### src/rtl/trig_align_pkg.sv
package trig_align_pkg;
  localparam int RATIO_W   = 9;
  localparam int MIN_RATIO = 2;
  localparam int MAX_RATIO = 256;
endpackage

### src/rtl/trig_align_div.sv
module trig_align_div #(
  parameter int RATIO_W   = 9,
  parameter int OFS_W     = RATIO_W - 1,
  parameter int MIN_RATIO = 2,
  parameter int MAX_RATIO = 256
) (
  input  logic               clk_i,
  input  logic               rst_ni,
  input  logic               idle_i,
  input  logic [RATIO_W-1:0] ratio_i,
  input  logic [OFS_W-1:0]   ofs_i,
  input  logic               ref_tick_i,
  output logic               slow_o,
  output logic               rise_o,
  output logic               fall_o
);
  localparam logic [RATIO_W-1:0] RMIN = RATIO_W'(MIN_RATIO);
  localparam logic [RATIO_W-1:0] RMAX = RATIO_W'(MAX_RATIO);

  logic [RATIO_W-1:0] ratio_q, ratio_c, half, last, ofs_c, cnt_q, cnt_nxt;
  logic               slow_q, slow_nxt;

  always_comb begin
    if (ratio_i < RMIN)      ratio_c = RMIN;
    else if (ratio_i > RMAX) ratio_c = RMAX;
    else                     ratio_c = ratio_i;
    half  = ratio_q >> 1;
    last  = ratio_q - 1'b1;
    ofs_c = ({1'b0, ofs_i} > last) ? last : {1'b0, ofs_i};
    if (idle_i && ref_tick_i) cnt_nxt = ofs_c;
    else if (cnt_q >= last)   cnt_nxt = '0;
    else                      cnt_nxt = cnt_q + 1'b1;
    slow_nxt = cnt_nxt < half;
  end

  // edge events refer to the coming clock edge
  assign rise_o = !slow_q && slow_nxt;
  assign fall_o = slow_q && !slow_nxt;
  assign slow_o = slow_q;

  always_ff @(posedge clk_i or negedge rst_ni) begin
    if (!rst_ni) begin
      cnt_q   <= '0;
      slow_q  <= 1'b0;
      ratio_q <= RMIN;
    end else begin
      cnt_q  <= cnt_nxt;
      slow_q <= slow_nxt;
      if (idle_i) ratio_q <= ratio_c;
    end
  end
endmodule

### src/rtl/trig_align_ctrl.sv
module trig_align_ctrl (
  input  logic clk_i,
  input  logic rst_ni,
  input  logic master_en_i,
  input  logic arm_i,
  input  logic trig_line_i,
  input  logic rise_i,
  input  logic fall_i,
  output logic idle_o,
  output logic trig_o,
  output logic start_o
);
  logic armed_q, launched_q, trig_q, start_q;

  assign idle_o  = !armed_q && !trig_q;
  assign trig_o  = trig_q;
  assign start_o = start_q;

  always_ff @(posedge clk_i or negedge rst_ni) begin
    if (!rst_ni) begin
      armed_q    <= 1'b0;
      launched_q <= 1'b0;
      trig_q     <= 1'b0;
      start_q    <= 1'b0;
    end else begin
      start_q <= 1'b0;
      if (idle_o && arm_i) begin
        armed_q    <= 1'b1;
        launched_q <= 1'b0;
      end
      if (fall_i) begin
        if (trig_q) trig_q <= 1'b0;
        else if (armed_q && master_en_i && !launched_q) begin
          trig_q     <= 1'b1;
          launched_q <= 1'b1;
        end
      end
      if (rise_i && armed_q && trig_line_i) begin
        start_q <= 1'b1;
        armed_q <= 1'b0;
      end
    end
  end
endmodule

### src/rtl/trig_align_top.sv
module trig_align_top
  import trig_align_pkg::*;
#(
  parameter int R_W   = RATIO_W,
  parameter int O_W   = R_W - 1,
  parameter int R_MIN = MIN_RATIO,
  parameter int R_MAX = MAX_RATIO
) (
  input  logic           clk_i,
  input  logic           rst_ni,
  input  logic [R_W-1:0] div_ratio_i,
  input  logic [O_W-1:0] phase_ofs_i,
  input  logic           ref_tick_i,
  input  logic           master_en_i,
  input  logic           arm_i,
  input  logic           trig_line_i,
  output logic           trig_o,
  output logic           slow_clk_o,
  output logic           start_o
);
  logic idle, rise, fall;

  trig_align_div #(
    .RATIO_W(R_W), .OFS_W(O_W), .MIN_RATIO(R_MIN), .MAX_RATIO(R_MAX)
  ) u_div (
    .clk_i(clk_i), .rst_ni(rst_ni), .idle_i(idle), .ratio_i(div_ratio_i),
    .ofs_i(phase_ofs_i), .ref_tick_i(ref_tick_i), .slow_o(slow_clk_o),
    .rise_o(rise), .fall_o(fall)
  );

  trig_align_ctrl u_ctrl (
    .clk_i(clk_i), .rst_ni(rst_ni), .master_en_i(master_en_i), .arm_i(arm_i),
    .trig_line_i(trig_line_i), .rise_i(rise), .fall_i(fall), .idle_o(idle),
    .trig_o(trig_o), .start_o(start_o)
  );
endmodule

### config.mk
export PLATFORM = sky130hd
export DESIGN_NAME = trig_align_top
export DESIGN_NICKNAME = d
export VERILOG_FILES = /design/src/rtl/trig_align_pkg.sv /design/src/rtl/trig_align_div.sv /design/src/rtl/trig_align_ctrl.sv /design/src/rtl/trig_align_top.sv
export SDC_FILE = /design/constraint.sdc
export NUM_CORES = 1
export LEC_CHECK = 0
export BUFFER_PORTS_ARGS = -buffer_cell sky130_fd_sc_hd__buf_2
export CAP_MARGIN = 0
export CORE_MARGIN = 8
export CORE_UTILIZATION = 50
export CTS_BUF_LIST = sky130_fd_sc_hd__clkbuf_8 sky130_fd_sc_hd__clkbuf_16
export CTS_CLUSTER_DIAMETER = 80
export DETAILED_ROUTE_END_ITERATION = 6
export PLACE_DENSITY = 0.73
export SLEW_MARGIN = 20
export SYNTH_ARGS = -nofsm -noshare
export SYNTH_HDL_FRONTEND = slang
export SYNTH_SLANG_ARGS = --single-unit
### constraint.sdc
create_clock -name clk_i -period 5 [get_ports clk_i]
set_clock_uncertainty 0.2 [all_clocks]
set_input_delay 0.75 -clock clk_i [delete_from_list [all_inputs] [get_ports clk_i]]
set_output_delay 0.75 -clock clk_i [all_outputs]
set_load 0.01 [all_outputs]
Word-level counts from Yosys, hierarchy flattened. Cells that the tools add are included.

Multiplexer cells: 14. Reduce and logical (&&, ||, !) cells: 15. $lt $le $gt $ge: 5. Add/sub/neg operators: 2.

Operator list (number): 9-bit 2-to-1 mux (5); 9-bit by 1-bit adder with 9-bit output, second input constant (1); 9-bit >= comparator (1); 8-bit by 9-bit greater-than comparator with 1-bit output (1); 9-bit greater-than comparator, second input constant (1); 1-bit logical AND (9); 9-bit by 2-bit less-than comparator with 1-bit output, second input constant (1); 9-bit by 8-bit less-than comparator with 1-bit output (1); 1-bit 2-to-1 mux (9); 9-bit by 1-bit subtractor with 9-bit output, second input constant (1); 1-bit zero test (5); 2-bit nonzero test (1).

Output and inout bits: 3. Flip-flop bits (word level): 23. Word-level logic and storage cells: 43. Bits of input ports: 23.

Depth between registers and ports, before layout. Gate-level depths: netlist of run 1.

Depth after elaboration: 9. Depth in mapped cells: 22. Gate-level depth less buffers: 21.

Cells and area by module. Synthesis of run 1 repeated with hierarchy kept, for this count alone.

Cell total of the unflattened synthesis: 237. Area, all modules: 2028.2 um2.

By module, submodules not included: trig_align_div (cells each 221, area each 1850.5 um2, instances 1, seq. area each 476.7 um2); trig_align_ctrl (cells each 16, area each 177.7 um2, instances 1, seq. area each 100.1 um2).

Worst setup path before layout of run 1. Ideal clock, no wire load.

Kind: flip-flop to flip-flop. Start point: register u_div.ratio_q[1]. End point: register u_ctrl.trig_q, in the netlist u_ctrl.trig_o. Library setup time: 0.125 ns. Data arrival time: 4.380 ns. Stages on the path, launching flop included: 23. Period minus slack after synthesis: 4.705 ns. Path slack: 0.295 ns. Path buffers: 1. Data required time: 4.675 ns. Cell sequence: dfstp_2 > inv_1 > ha_1 > xnor2_1 > ha_1 > a21oi_1 > o21ai_0 > a31oi_1 > a41oi_1 > o211ai_1 > a22oi_1 > or2_2 > clkbuf_1 > o21ai_0 > ha_1 > a21o_1 > a21o_1 > a21oi_1 > nor2_1 > a211oi_1 > o21ai_0 > a2bb2oi_2 > mux2_4.

Word-level cells in the longest chain between the ends: 7. Elaborated cells between the ends (all ways): 9. Those cells by class: add/sub (1); order compare (3); mux (3); reduce/logical (2).

Ends and longest elaborated chain: from (decl) (RTL line trig_align_div.sv:20) `logic [RATIO_W-1:0] ratio_q, ratio_c, half, last, ofs_c, cnt_q, cnt_nxt;`; from (signal assigned) (RTL line trig_align_div.sv:49) `if (idle_i) ratio_q <= ratio_c;`; 9-bit by 1-bit subtractor with 9-bit output * (RTL line trig_align_div.sv:28) `last = ratio_q - 1'b1;`; 9-bit >= comparator / 8-bit by 9-bit greater-than comparator with 1-bit output (equally long branches) (RTL line trig_align_div.sv:31, trig_align_div.sv:29); 9-bit 2-to-1 mux, on equally long branches (RTL line trig_align_div.sv:31, trig_align_div.sv:29); 9-bit 2-to-1 mux * (RTL line trig_align_div.sv:30) `if (idle_i && ref_tick_i) cnt_nxt = ofs_c;`; net u_div.cnt_nxt[2] (RTL line trig_align_div.sv:20); 9-bit by 8-bit less-than comparator with 1-bit output * (RTL line trig_align_div.sv:33) `slow_nxt = cnt_nxt < half;`; 1-bit zero test * (RTL line trig_align_div.sv:38) `assign fall_o = slow_q && !slow_nxt;`; 1-bit logical AND * (RTL line trig_align_div.sv:38); to (signal assigned) (RTL line trig_align_ctrl.sv:23) `trig_q <= 1'b0;`; to (signal assigned) (RTL line trig_align_ctrl.sv:32) `if (trig_q) trig_q <= 1'b0;`; to (signal assigned) (RTL line trig_align_ctrl.sv:34) `trig_q <= 1'b1;`; to (decl) (RTL line trig_align_ctrl.sv:13) `logic armed_q, launched_q, trig_q, start_q;`.

Mark *: on every way through the listed nets, which the timed path passes. The rest lies on a longest branch. A chain may end at the register's enable or synchronous reset.

Worst setup path after layout of run 1. Ends and elaborated chain as after synthesis.

==> flow_metrics.env, run 1 <==
export IMPL_start_util_pct=51.1
export IMPL_cts_max_level=1
export IMPL_area_growth_pct=15.0
export IMPL_synthAdderAreaFrac_pct=10.6
export IMPL_timing_rr_start="u_div.ratio_q[1]$_DFFE_PN1P_"
export IMPL_relSlewSlack_pct=66.7
export IMPL_drc=0
export IMPL_gp_congestion=0.932
export IMPL_max_cap_violations=0
export IMPL_die_area_mm2=0.00632
export IMPL_ys_ff_latch=23
export IMPL_critPathKind="flop to flop"
export IMPL_coreArea_mm2=0.00394
export IMPL_hold_class="primary input to async pin"
export IMPL_worst_slew_pin_slew_ns=0.496
export IMPL_post_drt_via_cell_ratio=6.03
export IMPL_synthTopCellsByArea="dfrtp_1, ha_1, o21ai_0, nand2_1, inv_1"
export IMPL_vias=1918
export IMPL_clk_pin_slew_worst_paths_ns=0.08
export IMPL_diodes=0
export IMPL_placed_cells=311
export IMPL_synth_xor_area_share_pct=6.77
export IMPL_gr_total_overflow=0
export IMPL_cp_end_kind="flop"
export IMPL_die_height_um=79.5
export IMPL_syn_nets=278
export IMPL_grt_use_total_pct=17.3
export IMPL_cp_num_buf_inv=1
export IMPL_synth_top_family_by_area="compound AO/OA/AOI/OAI gates"
export IMPL_finalCritPeriodShare_pct=96.6
export IMPL_routed_wl_mm=5.38
export IMPL_drtPass1Iterations=4
export IMPL_dieWidth_um=79.5
export IMPL_multiInputGateArea_mm2=0.00137
export IMPL_critical_path_max_fanout=9
export IMPL_drive_above_1_share_pct=21.3
export IMPL_hold_viol=0
export IMPL_synth_area_leader_cell="dfrtp_1"
export IMPL_rows=23
export IMPL_regArea_um2=577
export IMPL_nNetsFinal=309
export IMPL_clock_sinks=23
export IMPL_synth_common_cells="dfrtp_1, o21ai_0, nand2_1"
export IMPL_final_util_pct=58.8
export IMPL_clockRootBuffer="clkbuf_8"
export IMPL_ant_nets=0
export IMPL_clock_path_buffers=2
export IMPL_synth_edf_count=0
export IMPL_path_cells="inv_1 > ha_2 > xnor2_2 > ha_1 > a21oi_1 > o21ai_0 > a31oi_1 > a31oi_2 > o211ai_1 > a22oi_1 > or2_4 > o21ai_0 > ha_1 > nand4_1 > or2_2 > o21ai_0 > nand2_1 > o21ai_1 > a2bb2oi_2 > mux2_4"
export IMPL_grt_pass1_wl_mm=8.90
export IMPL_worstSetupStartpoint="u_div.ratio_q[1]$_DFFE_PN1P_"
export IMPL_portBuffers=25
export IMPL_syn_area_mm2=0.00202
export IMPL_setup_violations=0
export IMPL_antenna_found_initial=0
export IMPL_yosysTopAreaCellShare_pct=27.3
export IMPL_pin_count=26
export IMPL_cts_tree="done"
export IMPL_wl_per_cell_um=16.9
export IMPL_status="completed"
export IMPL_synth_area_per_cell_um2=8.47
export IMPL_syn_inst=238
export IMPL_synth_simple_area_share_pct=23.2
export IMPL_synth_compound_area_share_pct=24.3
export IMPL_clock_latency_ns=0.26
export IMPL_slew_viol_final=0
export IMPL_grt_pass1_vias=1843
export IMPL_max_freq_ghz=0.207
export IMPL_period_needed_ns=4.83
export IMPL_cpMostUsedCell="o21ai_0"
export IMPL_crit_path_start_kind="flop"
export IMPL_cts_made_buffers=3
export IMPL_ys_flop_type="dfrtp_1"
export IMPL_fillers=340
export IMPL_worstPathRequired_ns=4.95
export IMPL_layoutNonFillerInstCount=318
export IMPL_async_reset_ff_share_pct=100
export IMPL_slowest_stage="dfstp_2"
export IMPL_synthMuxAreaShare_pct=1.24
export IMPL_synth_seq_area_share_pct=28.6
export IMPL_worstPathArrival_ns=4.78
export IMPL_hpwl_mm=4.26
export IMPL_yosysWarnings=0
export IMPL_grt_start_max_net_pins=24
export IMPL_cpPeakStageDelay_ns=0.55
export IMPL_cp_top_family="compound AO/OA/AOI/OAI gates"
export IMPL_ys_types=58
export IMPL_drt_iter0_markers=148
## worst reg2reg max path, delay by kind of cell (launching register included)
| family | cells | cell delay (ns) |
|---|---|---|
| compound gates | 10 | 1.91 |
| simple gates | 4 | 0.81 |
| fa+ha+maj | 3 | 0.68 |
| flops | 1 | 0.55 |
| mux | 1 | 0.30 |
| xor+xnor | 1 | 0.18 |
| buf+inv | 1 | 0.07 |
## cells in the final DEF, fill, tap and decap left out, types with 5 or more instances in the layout
cell type / n
a21o_1: 5
xnor2_1: 7
ha_1: 16
buf_2: 25
nor2_1: 15
o211ai_1: 6
nand2_1: 20
nand3_1: 11
o21ai_0: 19
o22ai_1: 5
dfrtp_1: 22
buf_4: 8
inv_1: 19
a21oi_1: 7
nor2b_1: 5
xor2_1: 5
## final timing paths
path / slack (ns) / cells after the start / to
max: 0.17 / 20 / u_ctrl.trig_o$_DFFE_PN0P_
min: 0.25 / 1 / u_ctrl.trig_o$_DFFE_PN0P_
max reg2reg: 0.17 / 20 / u_ctrl.trig_o$_DFFE_PN0P_
min reg2reg: 0.33 / 2 / u_ctrl.launched_q$_DFF_PN0_
max in group asynchronous: 4.00 / 1 / u_div.ratio_q[1]$_DFFE_PN1P_
min in group clk_i: 0.33 / 2 / u_ctrl.launched_q$_DFF_PN0_
## cell type report
class,instances,share of cell area (%)
Clock buffer,3,1.78
Clock inverter,1,0.324
Inverter,19,3.08
Multi-Input combinational cell,189,59.3
Sequential cell,23,24.9
Tap cell,50,2.70
Timing Repair Buffer,33,7.99
## timing repair
action | CTS | global route
setup buffers | 0 | 3
hold buffers | 0 | 0
gates resized for setup | 2 | 10
hold endpoints to repair | 0 | 0
endpoints found under the setup margin | 2 | 5
pin swaps | 0 | 3
## metal layers
layer | track usage (%) | share of wire [%] | up-vias
met2 | 28.6 | 48 | 58
met5 | 0 | 0 | -
met3 | 3.04 | 5.6 | 6
met1 | 22.4 | 45 | 920
li1 | - | - | 934
met4 | 4.44 | 1.3 | 0
## through the flow
step | setup TNS (ns) | hold slack (ns) | worst slack (ns) | cell area (um2)
global route | -0.0209 | 0.285 | -0.0168 | 2320
finish | 0 | 0.246 | 0.170 | 2320
global placement | 0 | 0.310 | 0.111 | 2200
floorplan | 0 | 0.254 | 0.295 | 2020
detailed placement | -0.0741 | 0.304 | -0.0741 | 2200
CTS | 0 | 0.256 | 0.00601 | 2260
## sequential cells by signal, indices dropped and copies added, names as in the netlist
register           cells
u_div.slow_o           1
u_ctrl.launched_q      1
u_ctrl.armed_q         1
u_div.cnt_q            9
u_div.ratio_q          9
u_ctrl.start_o         1
u_ctrl.trig_o          1
## kinds of logic after synthesis
group,after synthesis
compound gates,72
xor+xnor,14
fa+ha+maj,17
buf+inv,26
flops,23
mux,2
simple gates,84
Power of run 1 is not shown: default switching activity piles up to over one toggle a cycle in this logic, so the estimate is an artifact.
==> run 2: changes to the inputs <==
--- a/config.mk
+++ b/config.mk
@@ -5,6 +5,7 @@
 export SDC_FILE = /design/constraint.sdc
 export NUM_CORES = 1
 export LEC_CHECK = 0
+export ABC_AREA = 1
 export BUFFER_PORTS_ARGS = -buffer_cell sky130_fd_sc_hd__buf_2
 export CAP_MARGIN = 0
 export CORE_MARGIN = 8
==> run 2 against run 1 <==
First-iteration DRC count shrank 53%. Design area shrank 4.4%. Die area fell by 1.2%. Synthesized cell count is 9.2% higher. Utilization decreased by 2.2 points. Routed wire length decreased by 15%. Setup slack improved by 0.70 ns. Via count decreased by 4.6%. Non-clock buffer count down 7. Fmax up 17%. Highest routed layer unchanged.
==> flow_metrics.env, run 2 <==
export IMPL_max_freq_ghz=0.242
export IMPL_timing_rr_start="u_div.ratio_q[0]$_DFFE_PN0P_"
export IMPL_cts_setup_buffers=0
export IMPL_die_height_um=79
export IMPL_synth_top_family_by_area="simple AND/OR/NAND/NOR gates"
export IMPL_cpPeakStageDelay_ns=0.40
export IMPL_hold_viol=0
export IMPL_drive_above_1_share_pct=20.1
export IMPL_drt_iter0_markers=69
export IMPL_cp_end_kind="flop"
export IMPL_critPathKind="flop to flop"
export IMPL_nNetsFinal=329
export IMPL_ys_ff_latch=23
export IMPL_gr_total_overflow=0
export IMPL_worstPathArrival_ns=4.10
export IMPL_regArea_um2=577
export IMPL_slowest_stage="o32ai_1"
export IMPL_async_reset_ff_share_pct=100
export IMPL_place_area_mm2=0.00217
export IMPL_gp_congestion=0.903
export IMPL_worst_slew_pin_slew_ns=0.512
export IMPL_final_common_cell="nand2_1"
export IMPL_clockRootBuffer="clkbuf_8"
export IMPL_layoutNonFillerInstCount=338
export IMPL_start_util_pct=50.7
export IMPL_synthMuxAreaShare_pct=0.504
export IMPL_cts_made_buffers=3
export IMPL_clock_latency_ns=0.27
export IMPL_finalCritPeriodShare_pct=82.6
export IMPL_antenna_found_initial=0
export IMPL_rows=23
export IMPL_yosysTopAreaCellShare_pct=27.7
export IMPL_synth_area_leader_cell="dfrtp_1"
export IMPL_hpwl_mm=3.92
export IMPL_reg_largest_list="u_div.cnt_q x9, u_div.ratio_q x9"
export IMPL_period_needed_ns=4.13
export IMPL_path_cells="inv_1 > ha_1 > xnor2_1 > ha_1 > nand2_1 > o21ai_0 > nand4_1 > nand2_1 > nand3_1 > nand2_1 > nand2_2 > inv_2 > nor2_1 > o32ai_1 > ha_1 > nand2_1 > nor2_1 > a211oi_1 > o211ai_1 > inv_2 > nand2_4 > o21bai_2 > inv_1"
export IMPL_grt_pass1_vias=1766
export IMPL_hold_class="primary input to async pin"
export IMPL_synth_xor_area_share_pct=4.79
export IMPL_vias=1829
export IMPL_yosysWarnings=0
export IMPL_clock_sinks=23
export IMPL_wl_per_cell_um=13.6
export IMPL_dieWidth_um=79
export IMPL_cts_tree="done"
export IMPL_post_drt_via_cell_ratio=5.41
export IMPL_setup_tns_ns=0
export IMPL_slew_viol_final=0
export IMPL_synth_seq_area_share_pct=29.1
export IMPL_grt_use_total_pct=15.6
export IMPL_grt_start_max_net_pins=24
export IMPL_cts_resized_gates=0
export IMPL_rsz0062_at_grt="no"
export IMPL_die_area_mm2=0.00624
export IMPL_ff2ff_path_depth=23
export IMPL_cts_max_level=1
export IMPL_area_growth_pct=11.7
export IMPL_drtPass1Iterations=4
export IMPL_synth_area_per_cell_um2=7.63
export IMPL_worstSetupStartpoint="u_div.ratio_q[0]$_DFFE_PN0P_"
export IMPL_ys_types=38
export IMPL_fillers=398
export IMPL_r2r_slack_ns=0.87
export IMPL_routed_wl_mm=4.60
export IMPL_diodes=0
export IMPL_placed_cells=334
export IMPL_synth_edf_count=0
export IMPL_pin_count=26
export IMPL_syn_inst=260
export IMPL_synth_common_cells="nand2_1, nand3_1, inv_1"
export IMPL_holdBufCountCts=0
export IMPL_syn_area_mm2=0.00198
export IMPL_synth_simple_area_share_pct=34.9
export IMPL_final_cell_mix="nand2_1, inv_1, nand3_1"
export IMPL_relSlewSlack_pct=65.9
export IMPL_ys_flop_type="dfrtp_1"
export IMPL_timing_hold_ws_ns=0.234
export IMPL_rr_endpoint="u_ctrl.armed_q$_DFFE_PN0P_"
export IMPL_synthAdderAreaFrac_pct=10.7
export IMPL_syn_nets=300
export IMPL_max_cap_violations=0
export IMPL_ant_nets=0
export IMPL_fin_area_mm2=0.00222
export IMPL_crit_path_start_kind="flop"
export IMPL_clk_pin_slew_worst_paths_ns=0.08
export IMPL_synth_most_common_cell="nand2_1"
export IMPL_critical_path_max_fanout=12
export IMPL_multiInputGateArea_mm2=0.00128
export IMPL_clock_path_buffers=2
export IMPL_cpMostUsedCell="nand2_1"
export IMPL_drc=0
export IMPL_grt_pass1_wl_mm=7.81
export IMPL_synth_compound_area_share_pct=13.7
export IMPL_setup_violations=0
export IMPL_status="completed"
export IMPL_synthTopCellsByArea="dfrtp_1, ha_1, nand2_1, nand3_1, inv_1"
export IMPL_coreArea_mm2=0.00391
export IMPL_worstPathRequired_ns=4.97
export IMPL_portBuffers=25
-- run 2: cell count changes in the layout (fill, tap and decap cells not counted), moves of 5 or more --
cell     previous run  this run
buf_4               8         1
inv_1              19        30
nand2_1            20        54
xnor2_1             7         2
nand2_2             0         5
nor2_2              0         5
nand3_1            11        30
nor2b_1             5         0
-- run 2: layout make-up --
cell class / instances / share of cell area [%]
clock inverters: 1 / 0.169
clock buffers: 3 / 1.86
repair buffers: 26 / 5.99
well taps: 50 / 2.82
inverters: 31 / 5.25
multi-input cells: 204 / 57.9
flip-flops and latches: 23 / 26.0
-- run 2: worst max-delay path by stage --
stage	end	depth (start not counted)
after detailed placement	u_ctrl.armed_q$_DFFE_PN0P_	23
after CTS	u_ctrl.armed_q$_DFFE_PN0P_	23
after global placement	u_ctrl.armed_q$_DFFE_PN0P_	23
final	u_ctrl.armed_q$_DFFE_PN0P_	23
after floorplan	u_ctrl.armed_q$_DFFE_PN0P_	24
after global routing	u_ctrl.armed_q$_DFFE_PN0P_	23
-- run 2: kinds of logic after synthesis --
logic type               after synthesis
multiplexers                           1
flip-flops                            23
adder cells (fa/ha/maj)               17
AND/OR/NAND/NOR                      132
AO/OA/AOI/OAI                         44
XOR/XNOR                              10
buffers and inverters                 33
-- run 2: layer usage --
layer / up-vias / track usage [%] / wire (um)
li1: 946 / - / -
met1: 839 / 19.8 / 2200
met2: 37 / 26.5 / 2170
met3: 7 / 1.92 / 141
met4: 0 / 5.56 / 87
met5: - / 0 / 0
-- run 2: worst max-delay path, delay by kind of cell, from the launching register on --
family | cells | cell delay (ns)
AO/OA/AOI/OAI | 5 | 1.00
XOR/XNOR | 1 | 0.18
adder cells (fa/ha/maj) | 3 | 1.00
buffers and inverters | 4 | 0.53
flip-flops | 1 | 0.38
AND/OR/NAND/NOR | 10 | 0.74
-- run 2: per-stage QoR --
stage	worst slack [ns]	util [%]
after global routing	0.501	56.6
after global placement	0.940	55.5
final	0.870	56.6
after floorplan	1.35	-
after CTS	0.873	56.6
after detailed placement	0.899	55.5
Power of run 2 is left out for the same reason.
